<file path="config.mk">
export PLATFORM = sky130hd
export DESIGN_NAME = sdio_xcmd_gen
export DESIGN_NICKNAME = d
export VERILOG_FILES = /design/src/rtl/sdio_xcmd_pkg.sv /design/src/rtl/xcmd_arg_pack.sv /design/src/rtl/xcmd_crc7.sv /design/src/rtl/xcmd_serializer.sv /design/src/rtl/sdio_xcmd_gen.sv
export SDC_FILE = /design/constraint.sdc
export NUM_CORES = 1
export LEC_CHECK = 0
export ABC_AREA = 1
export BUFFER_PORTS_ARGS = -buffer_cell sky130_fd_sc_hd__buf_2
export CELL_PAD_IN_SITES_DETAIL_PLACEMENT = 0
export CELL_PAD_IN_SITES_GLOBAL_PLACEMENT = 1
export CORE_MARGIN = 2
export CORE_UTILIZATION = 25
export DETAILED_ROUTE_END_ITERATION = 8
export GPL_ROUTABILITY_DRIVEN = 0
export PLACE_DENSITY = 0.52
export SLEW_MARGIN = 20
export SYNTH_ARGS = -nofsm -noshare
export SYNTH_HDL_FRONTEND = slang
export SYNTH_HIERARCHICAL = 1
export SYNTH_SLANG_ARGS = --single-unit
</file>
<file path="constraint.sdc">
create_clock -name clk -period 3.7 [get_ports clk]
set_input_delay 0.555 -clock clk [delete_from_list [all_inputs] [get_ports clk]]
set_output_delay 0.555 -clock clk [all_outputs]
set_load 0.05 [all_outputs]
</file>
<file path="src/rtl/sdio_xcmd_pkg.sv">
package sdio_xcmd_pkg;

    localparam int FN_W      = 3;
    localparam int ADDR_W    = 17;
    localparam int CNT_W     = 9;
    localparam int LEN_W     = CNT_W + 1;
    localparam int IDX_W     = 6;
    localparam int ARG_W     = 32;
    localparam int CRC_W     = 7;
    localparam int BODY_W    = 2 + IDX_W + ARG_W;
    localparam int FRAME_W   = BODY_W + CRC_W + 1;
    localparam int MAX_BYTES = 1 << CNT_W;
    localparam int MAX_BLKS  = MAX_BYTES - 1;

    localparam logic [IDX_W-1:0] XCMD_INDEX = 6'h35;
    // feedback taps of x^7 + x^3 + 1 without the leading term
    localparam logic [CRC_W-1:0] CRC_TAPS   = 7'h09;

    typedef struct packed {
        logic              write;
        logic [FN_W-1:0]   func;
        logic              block;
        logic              incr;
        logic [ADDR_W-1:0] addr;
        logic [LEN_W-1:0]  len;
    } xfer_req_t;

    // field order is the on-wire order of the argument, MSB first
    typedef struct packed {
        logic              write;
        logic [FN_W-1:0]   func;
        logic              block;
        logic              incr;
        logic [ADDR_W-1:0] addr;
        logic [CNT_W-1:0]  count;
    } xcmd_arg_t;

    typedef struct packed {
        logic              start_b;
        logic              dir_b;
        logic [IDX_W-1:0]  index;
        xcmd_arg_t         arg;
        logic [CRC_W-1:0]  crc;
        logic              end_b;
    } xcmd_frame_t;

    function automatic logic [CRC_W-1:0] crc7_step(input logic [CRC_W-1:0] acc,
                                                   input logic din);
        logic fb;
        fb = acc[CRC_W-1] ^ din;
        return {acc[CRC_W-2:0], 1'b0} ^ (fb ? CRC_TAPS : '0);
    endfunction

endpackage

</file>
<file path="src/rtl/xcmd_arg_pack.sv">
module xcmd_arg_pack
    import sdio_xcmd_pkg::*;
(
    input  xfer_req_t req,
    output xcmd_arg_t arg,
    output logic      bad
);
    localparam logic [LEN_W-1:0] BYTE_LIMIT = LEN_W'(MAX_BYTES);
    localparam logic [LEN_W-1:0] BLK_LIMIT  = LEN_W'(MAX_BLKS);

    always_comb begin
        if (req.block) begin
            bad = (req.len > BLK_LIMIT);
        end else begin
            bad = (req.len == '0) || (req.len > BYTE_LIMIT);
        end

        arg.write = req.write;
        arg.func  = req.func;
        arg.block = req.block;
        arg.incr  = req.incr;
        arg.addr  = req.addr;
        // full-size byte transfer has no room in the count field: code 0
        if (!req.block && (req.len == BYTE_LIMIT)) begin
            arg.count = '0;
        end else begin
            arg.count = req.len[CNT_W-1:0];
        end
    end
endmodule

</file>
<file path="src/rtl/xcmd_crc7.sv">
module xcmd_crc7
    import sdio_xcmd_pkg::*;
#(
    parameter int DATA_W = BODY_W
) (
    input  logic [DATA_W-1:0] data,
    output logic [CRC_W-1:0]  crc
);
    logic [CRC_W-1:0] acc;

    always_comb begin
        acc = '0;
        for (int i = DATA_W - 1; i >= 0; i--) begin
            acc = crc7_step(acc, data[i]);
        end
    end

    assign crc = acc;
endmodule

</file>
<file path="src/rtl/xcmd_serializer.sv">
module xcmd_serializer #(
    parameter int FRAME_W = 48
) (
    input  logic               clk,
    input  logic               rst,
    input  logic               load,
    input  logic [FRAME_W-1:0] frame,
    input  logic               bit_en,
    output logic               busy,
    output logic               done,
    output logic               line,
    output logic               line_oe
);
    localparam int               PTR_W = $clog2(FRAME_W);
    localparam logic [PTR_W-1:0] LAST  = PTR_W'(FRAME_W - 1);

    logic [FRAME_W-1:0] shreg;
    logic [PTR_W-1:0]   left;

    always_ff @(posedge clk) begin
        if (rst) begin
            shreg <= '1;
            left  <= '0;
            busy  <= 1'b0;
            done  <= 1'b0;
        end else begin
            done <= 1'b0;
            if (!busy) begin
                if (load) begin
                    shreg <= frame;
                    left  <= LAST;
                    busy  <= 1'b1;
                end
            end else if (bit_en) begin
                if (left == '0) begin
                    shreg <= '1;
                    busy  <= 1'b0;
                    done  <= 1'b1;
                end else begin
                    shreg <= {shreg[FRAME_W-2:0], 1'b1};
                    left  <= left - 1'b1;
                end
            end
        end
    end

    assign line    = busy ? shreg[FRAME_W-1] : 1'b1;
    assign line_oe = busy;
endmodule

</file>
<file path="src/rtl/sdio_xcmd_gen.sv">
module sdio_xcmd_gen
    import sdio_xcmd_pkg::*;
(
    input  logic              clk,
    input  logic              rst,
    input  logic              bit_en,
    input  logic              start,
    input  logic              wr_dir,
    input  logic [FN_W-1:0]   func_sel,
    input  logic              blk_mode,
    input  logic              addr_incr,
    input  logic [ADDR_W-1:0] reg_addr,
    input  logic [LEN_W-1:0]  xfer_len,
    output logic              busy,
    output logic              done,
    output logic              param_err,
    output logic              cmd_line,
    output logic              cmd_line_oe
);
    xfer_req_t           req;
    xcmd_arg_t           arg;
    xcmd_frame_t         frame;
    logic                req_bad;
    logic [BODY_W-1:0]   body;
    logic [CRC_W-1:0]    crc;
    logic                accept;
    logic                reject;

    assign req.write = wr_dir;
    assign req.func  = func_sel;
    assign req.block = blk_mode;
    assign req.incr  = addr_incr;
    assign req.addr  = reg_addr;
    assign req.len   = xfer_len;

    xcmd_arg_pack u_pack (
        .req (req),
        .arg (arg),
        .bad (req_bad)
    );

    assign body = {1'b0, 1'b1, XCMD_INDEX, arg};

    xcmd_crc7 #(.DATA_W(BODY_W)) u_crc (
        .data (body),
        .crc  (crc)
    );

    always_comb begin
        frame.start_b = 1'b0;
        frame.dir_b   = 1'b1;
        frame.index   = XCMD_INDEX;
        frame.arg     = arg;
        frame.crc     = crc;
        frame.end_b   = 1'b1;
    end

    assign accept = start && !busy && !req_bad;
    assign reject = start && !busy && req_bad;

    always_ff @(posedge clk) begin
        if (rst) begin
            param_err <= 1'b0;
        end else begin
            param_err <= reject;
        end
    end

    xcmd_serializer #(.FRAME_W(FRAME_W)) u_ser (
        .clk     (clk),
        .rst     (rst),
        .load    (accept),
        .frame   (frame),
        .bit_en  (bit_en),
        .busy    (busy),
        .done    (done),
        .line    (cmd_line),
        .line_oe (cmd_line_oe)
    );
endmodule

</file>
; Yosys cells after proc, flatten, opt, wreduce, memory -nomap -nowiden
; Cells that the tools add are included.
[op_classes]
n_addsub = 1
n_lt_le_gt_ge = 2
eq_ne = 3
mux = 48
bitwise = 65
reduce_logical = 14
[ops]
columns = cell, count
row1 = $xor A7 B7 Y7, 30
row2 = $mux W48, 4
row3 = $mux W4, 32
row4 = $xor A1 B1 Y1, 31
row5 = $mux W6, 4
row6 = $eq A10 B10 Y1 const B, 1
row7 = $gt A10 B10 Y1 const B, 1
row8 = $gt A10 B9 Y1 const B, 1
row9 = $logic_not A10 Y1, 1
row10 = $mux W9, 1
row11 = $mux W1, 7
row12 = $xor A7 B4 Y7, 1
row13 = $logic_not A6 Y1, 1
row14 = $sub A6 B1 Y6 const B, 1
row15 = $logic_and A1 B1 Y1, 4
row16 = $ne A2 B2 Y1 const B, 2
row17 = $logic_not A1 Y1, 3
row18 = $reduce_and A3 Y1, 1
row19 = $reduce_or A3 Y1, 1
row20 = $not A1 Y1, 2
row21 = $not A2 Y2, 1
row22 = $reduce_and A2 Y1, 1
row23 = $reduce_bool A2 Y1, 1
row24 = $logic_or A1 B1 Y1, 1
[totals]
ff_bits = 57
input_bits = 37
out_inout_bits = 5
wordCells = 138

; Depth between registers and ports, before layout
[depth]
word_depth = 97
ltp_mapped = 31
depth_no_buf = 30

; Modules after synthesis
; The synthesis kept the hierarchy.
[by_module_without_submodules]
columns = mod, instances, cells_each, area_each_um2, seq_area_each_um2
row1 = xcmd_serializer, 1, 432, 2974.1, 1121.1
row2 = xcmd_crc7, 1, 311, 1436.4, 0.0
row3 = xcmd_arg_pack, 1, 46, 264.0, 0.0
row4 = sdio_xcmd_gen, 1, 9, 55.1, 20.0

; Worst setup path after synthesis
; No wires, ideal clock.
[synth_timing]
kind = input to register
from = in wr_dir
to = reg u_ser.shreg[5]
setup_time_ns = 0.120
t_arrival_ns = 2.488
required_time_ns = 3.580
setup_slack_ns = 1.092
stages = 26
path_buffers = 1
cell_sequence = buf_4 inv_1 nand2_1 nand2_1 nand2_1 nand2_1 nand2_1 nand2_1 nand3_2 nand2_2 nand2_1 nand2_1 nand3_2 nand2_2 nand2_2 nand2_2 xor2_1 inv_1 nand2_1 nand2_1 nand2_2 nand2_2 nand2_1 nand2_1 o211ai_1 nand2_1
[synth_via]
elab_chain_len = 46
elab_cells_between_ends = 66
classes_between = 19 x mux / 47 x bitwise
[synth_lines]
columns = element, line_no
row1 = start: declaration, sdio_xcmd_gen.sv:8  ; input logic wr_dir,
row2 = $mux W4 (*), sdio_xcmd_pkg.sv:51  ; return {acc[CRC_W-2:0], 1'b0} ^ (fb ? CRC_TAPS : '0);
row3 = $xor A7 B7 Y7 (*) (3 in series), sdio_xcmd_pkg.sv:51
row4 = $xor A1 B1 Y1 / $xor A7 B7 Y7 (equally long branches), "sdio_xcmd_pkg.sv:50, sdio_xcmd_pkg.sv:51"
row5 = $mux W4 / $xor A7 B7 Y7 (equally long branches), sdio_xcmd_pkg.sv:51
row6 = $xor A7 B7 Y7 (*) (4 in series), sdio_xcmd_pkg.sv:51
row7 = $xor A1 B1 Y1 / $xor A7 B7 Y7 (equally long branches), "sdio_xcmd_pkg.sv:50, sdio_xcmd_pkg.sv:51"
row8 = $mux W4 / $xor A7 B7 Y7 (equally long branches), sdio_xcmd_pkg.sv:51
row9 = $xor A7 B7 Y7 (*) (4 in series), sdio_xcmd_pkg.sv:51
row10 = [14 not listed], --
row11 = $xor A7 B7 Y7 (*) (7 in series), sdio_xcmd_pkg.sv:51
row12 = $xor A1 B1 Y1 / $xor A7 B7 Y7 (equally long branches), "sdio_xcmd_pkg.sv:50, sdio_xcmd_pkg.sv:51"
row13 = $mux W4 / $xor A7 B7 Y7 (equally long branches), sdio_xcmd_pkg.sv:51
row14 = $xor A7 B7 Y7 (*) (4 in series), sdio_xcmd_pkg.sv:51
row15 = $xor A7 B4 Y7 (*), sdio_xcmd_pkg.sv:51
row16 = via crc[4], sdio_xcmd_gen.sv:25  ; logic [CRC_W-1:0] crc;
row17 = $mux W48 (*), xcmd_serializer.sv:29  ; if (load) begin
row18 = $mux W48 (*), xcmd_serializer.sv:28  ; if (!busy) begin
row19 = end signal: assignment, xcmd_serializer.sv:30  ; shreg <= frame;
row20 = end signal: assignment, xcmd_serializer.sv:40  ; shreg <= {shreg[FRAME_W-2:0], 1'b1};
row21 = end: declaration, xcmd_serializer.sv:17  ; logic [FRAME_W-1:0] shreg;
; Mark *: on every way through the listed nets, which the timed path passes. The rest lies on a longest branch. The select of a mux whose other input is x is not followed.
; A chain may end at the register's enable or synchronous reset.

; Worst setup path in the final report
; Same ends and word-level chain as after synthesis.

==> out/qor.txt <==
Status: finished clean
Post-CTS setup buffers: 0
Worst R2R Start: u_ser/left[0]
Slew @ Worst Pin: 973 ps
Layout cells sized above 1: 0.153
Die height: 142 um
Detailed-route via count: 4376
CTS tree: built
FMAX: 382 MHz
Clk root buf: clkbuf_16
Skew final: 3.95 ps
# setup viols final: 0
Top layer used by detailed routing: met4
Finished Layout Cells: 1066
Layout Utilization: 0.285
Clk_lat worst skew: 330 ps
Worst EP required: 3920 ps
Multi-input gate area: 2740 um2
Fin nets: 865
Fin. max-slew vios: 0
Initial DRC Count: 189
CP Max Fanout: 4
Vias per inst: 4.11
Vias in the first global route: 4202
Metal-1 WL: 6320 um
Register Area: 1140 um2
Detailed-placement wirelength estimate: 8600 um
Final period util: 0.707
ANT nets after route: 0
FF-to-FF path depth: 7
Starting Density: 0.254
Sequential fraction of the synthesis area: 0.241
Rel. slew slack: 0.351
Arrival time at the worst endpoint: 2840 ps
DR pass1 iterations: 4
MaxCap Viol Count: 0
Max IR drop VDD: 0.000220 V
Global-route wire length before repair: 20800 um
RSZ-0062 raised after global routing: false
Hold EP: u_ser/shreg[0]
Total track usage: 0.131
Drc violations: 0
Pwr dens: 474 nW/um2
CP dominant cell by count: nand2_1
Met3 wire length: 314 um
Leakage: 0.00309 uW
Yosys warns: 6
Hold WC Path Type: flip-flop to flip-flop
Core area: 18600 um2
Fin. Hold Viols: 0
Area added between synthesis and finish: 12.2%
Syn avg cell area: 5.93 um2
Total power: 2520 uW
Boundary pin count: 42
Fillers: 2158
Mapped cell area: 4730 um2
H-Tree Depth: 3
Largest net degree at the start of global routing: 96
Die ar.: 20000 um2
Post-synth cell types: 29
Number of I/O port buffers: 41
R2r endpoint: u_ser/shreg[31]
Worst Setup Start Kind: primary input
Drt wl/cell: 11.3 um
HP Start: u_ser/shreg[0]
Tightest hold margin: 475 ps
Die width: 142 um
Kind of critical path: primary input to flip-flop
Hold-fix buffer count after cts: 0
Critical Path Sink Type: flip-flop
Slowest stage delay, CP: 190 ps
Clk slew on worst S/H paths: 50 ps
Placed cell count: 1050
Hold Crit Depth: 2
CTS Buf Count: 9
Initial antenna violation count: 0
Drt total wl: 12100 um
Metal2 WL: 5270 um
Post-Synthesis Cells: 798
Reg2Reg Setup Slack: 1800 ps
Longest Clk Path Bufs: 2
PostCTS Resize Cnt: 0
# rows: 50
Post-layout minimum cycle time: 2620 ps
#FFs+latches synth: 57
TNS Setup: 0 ps
CP max-delay cell: xor2_1
Ant. Diodes: 0
Grt ovf: 0
CTS sink cnt: 57
cells in the final DEF (no fill, tap or decap), types with 2 or more instances in the layout:
cell,n
a21oi_1,6
buf_12,2
buf_2,41
buf_4,2
clkbuf_16,9
clkbuf_8,3
clkinv_2,3
conb_1,40
dfxtp_1,56
inv_1,146
inv_2,9
nand2_1,220
nand2_2,45
nand3_1,97
nand3_2,4
nand3b_1,11
nand4_1,2
nor2_1,21
nor2_2,4
nor3_1,2
o211ai_1,47
o21ai_0,44
o21ai_1,4
xnor2_1,2
xor2_1,5
final cells by class:
type                    instances  area share
flip-flops and latches         57       0.216
well taps                     234      0.0551
multi-input cells             559       0.517
inverters                     155       0.110
repair buffers                 45      0.0490
clock buffers                  13      0.0509
clock inverters                 3     0.00283
worst max-delay path by stage:
stage	start	endpoint	slack, ps	depth (start not counted)
2_1_floorplan	wr_dir	u_ser/shreg[5]	1090	26
3_3_place_gp	wr_dir	u_ser/shreg[5]	680	26
3_5_place_dp	wr_dir	u_ser/shreg[5]	700	26
4_1_cts	wr_dir	u_ser/shreg[1]	1050	25
5_1_grt	func_sel[1]	u_ser/shreg[4]	730	27
6_report	wr_dir	u_ser/shreg[5]	1080	26
stage by stage:
step	cell area, um2	setup slack [ps]
floorplan	4870	1090
global placement	5020	684
detailed placement	5020	698
CTS	5310	1050
global route	5310	733
finish	5310	1080
per-layer routing:
layer | GRT usage | vias to the layer above
met1 | 0.178 | 1848
met4 | 0.0458 | 0
li1 | - | 2471
met3 | 0.0226 | 10
met5 | 0 | -
met2 | 0.207 | 47
critical path: cells and delay by family:
| kind | cells | cell delay [ps] |
|---|---|---|
| buf+inv | 3 | 240 |
| xor+xnor | 1 | 190 |
| compound gates | 1 | 160 |
| simple gates | 21 | 1690 |
cells by family (layout without fill, tap and decap cells):
group                    count (synthesis)  in the layout  synth area share
flip-flops                              57             57             0.241
buffers and inverters                  220            216             0.209
AND/OR/NAND/NOR                        409            409             0.398
AO/OA/AOI/OAI                          101            101             0.132
XOR/XNOR                                 8              8            0.0164
other                                    2             40           0.00159
adder cells (fa/ha/maj)                  1              1           0.00265
power by group:
part | internal, uW | switching, uW | leakage, uW
clock network | 504 | 299 | 0.000145
logic | 340 | 670 | 0.00247
registers | 681 | 23.9 | 0.000472
synthesized netlist by cell type:
cell type	number	area share
nand3_2	4	0.0085
inv_2	8	0.0063
xnor2_2	1	0.0034
inv_1	147	0.12
nand2_1	220	0.17
nand3_1	97	0.10
dfxtp_1	57	0.24
or2_2	1	0.0013
nand3b_1	11	0.017
o211ai_1	47	0.075
nand4_1	2	0.0026
a21oi_1	6	0.0063
xnor2_1	2	0.0037
ha_1	1	0.0026
buf_6	6	0.014
xor2_1	5	0.0093
nand2_2	45	0.060
buf_1	2	0.0016
buf_2	6	0.0063
conb_1	2	0.0016
nor2_4	1	0.0024
o21ai_0	44	0.047
nand4_4	1	0.0045
o21ai_1	4	0.0042
buf_4	29	0.046
nor3_1	2	0.0021
nor2_2	4	0.0053
nor2_1	21	0.017
clkbuf_1	22	0.017
state kept, by name, summed over array words and instances, names as in the netlist:
| register | flops |
|---|---|
| param_err | 1 |
| u_ser/busy | 1 |
| u_ser/done | 1 |
| u_ser/left | 6 |
| u_ser/shreg | 48 |
No activity file was read; power rests on OpenSTA's default activity.
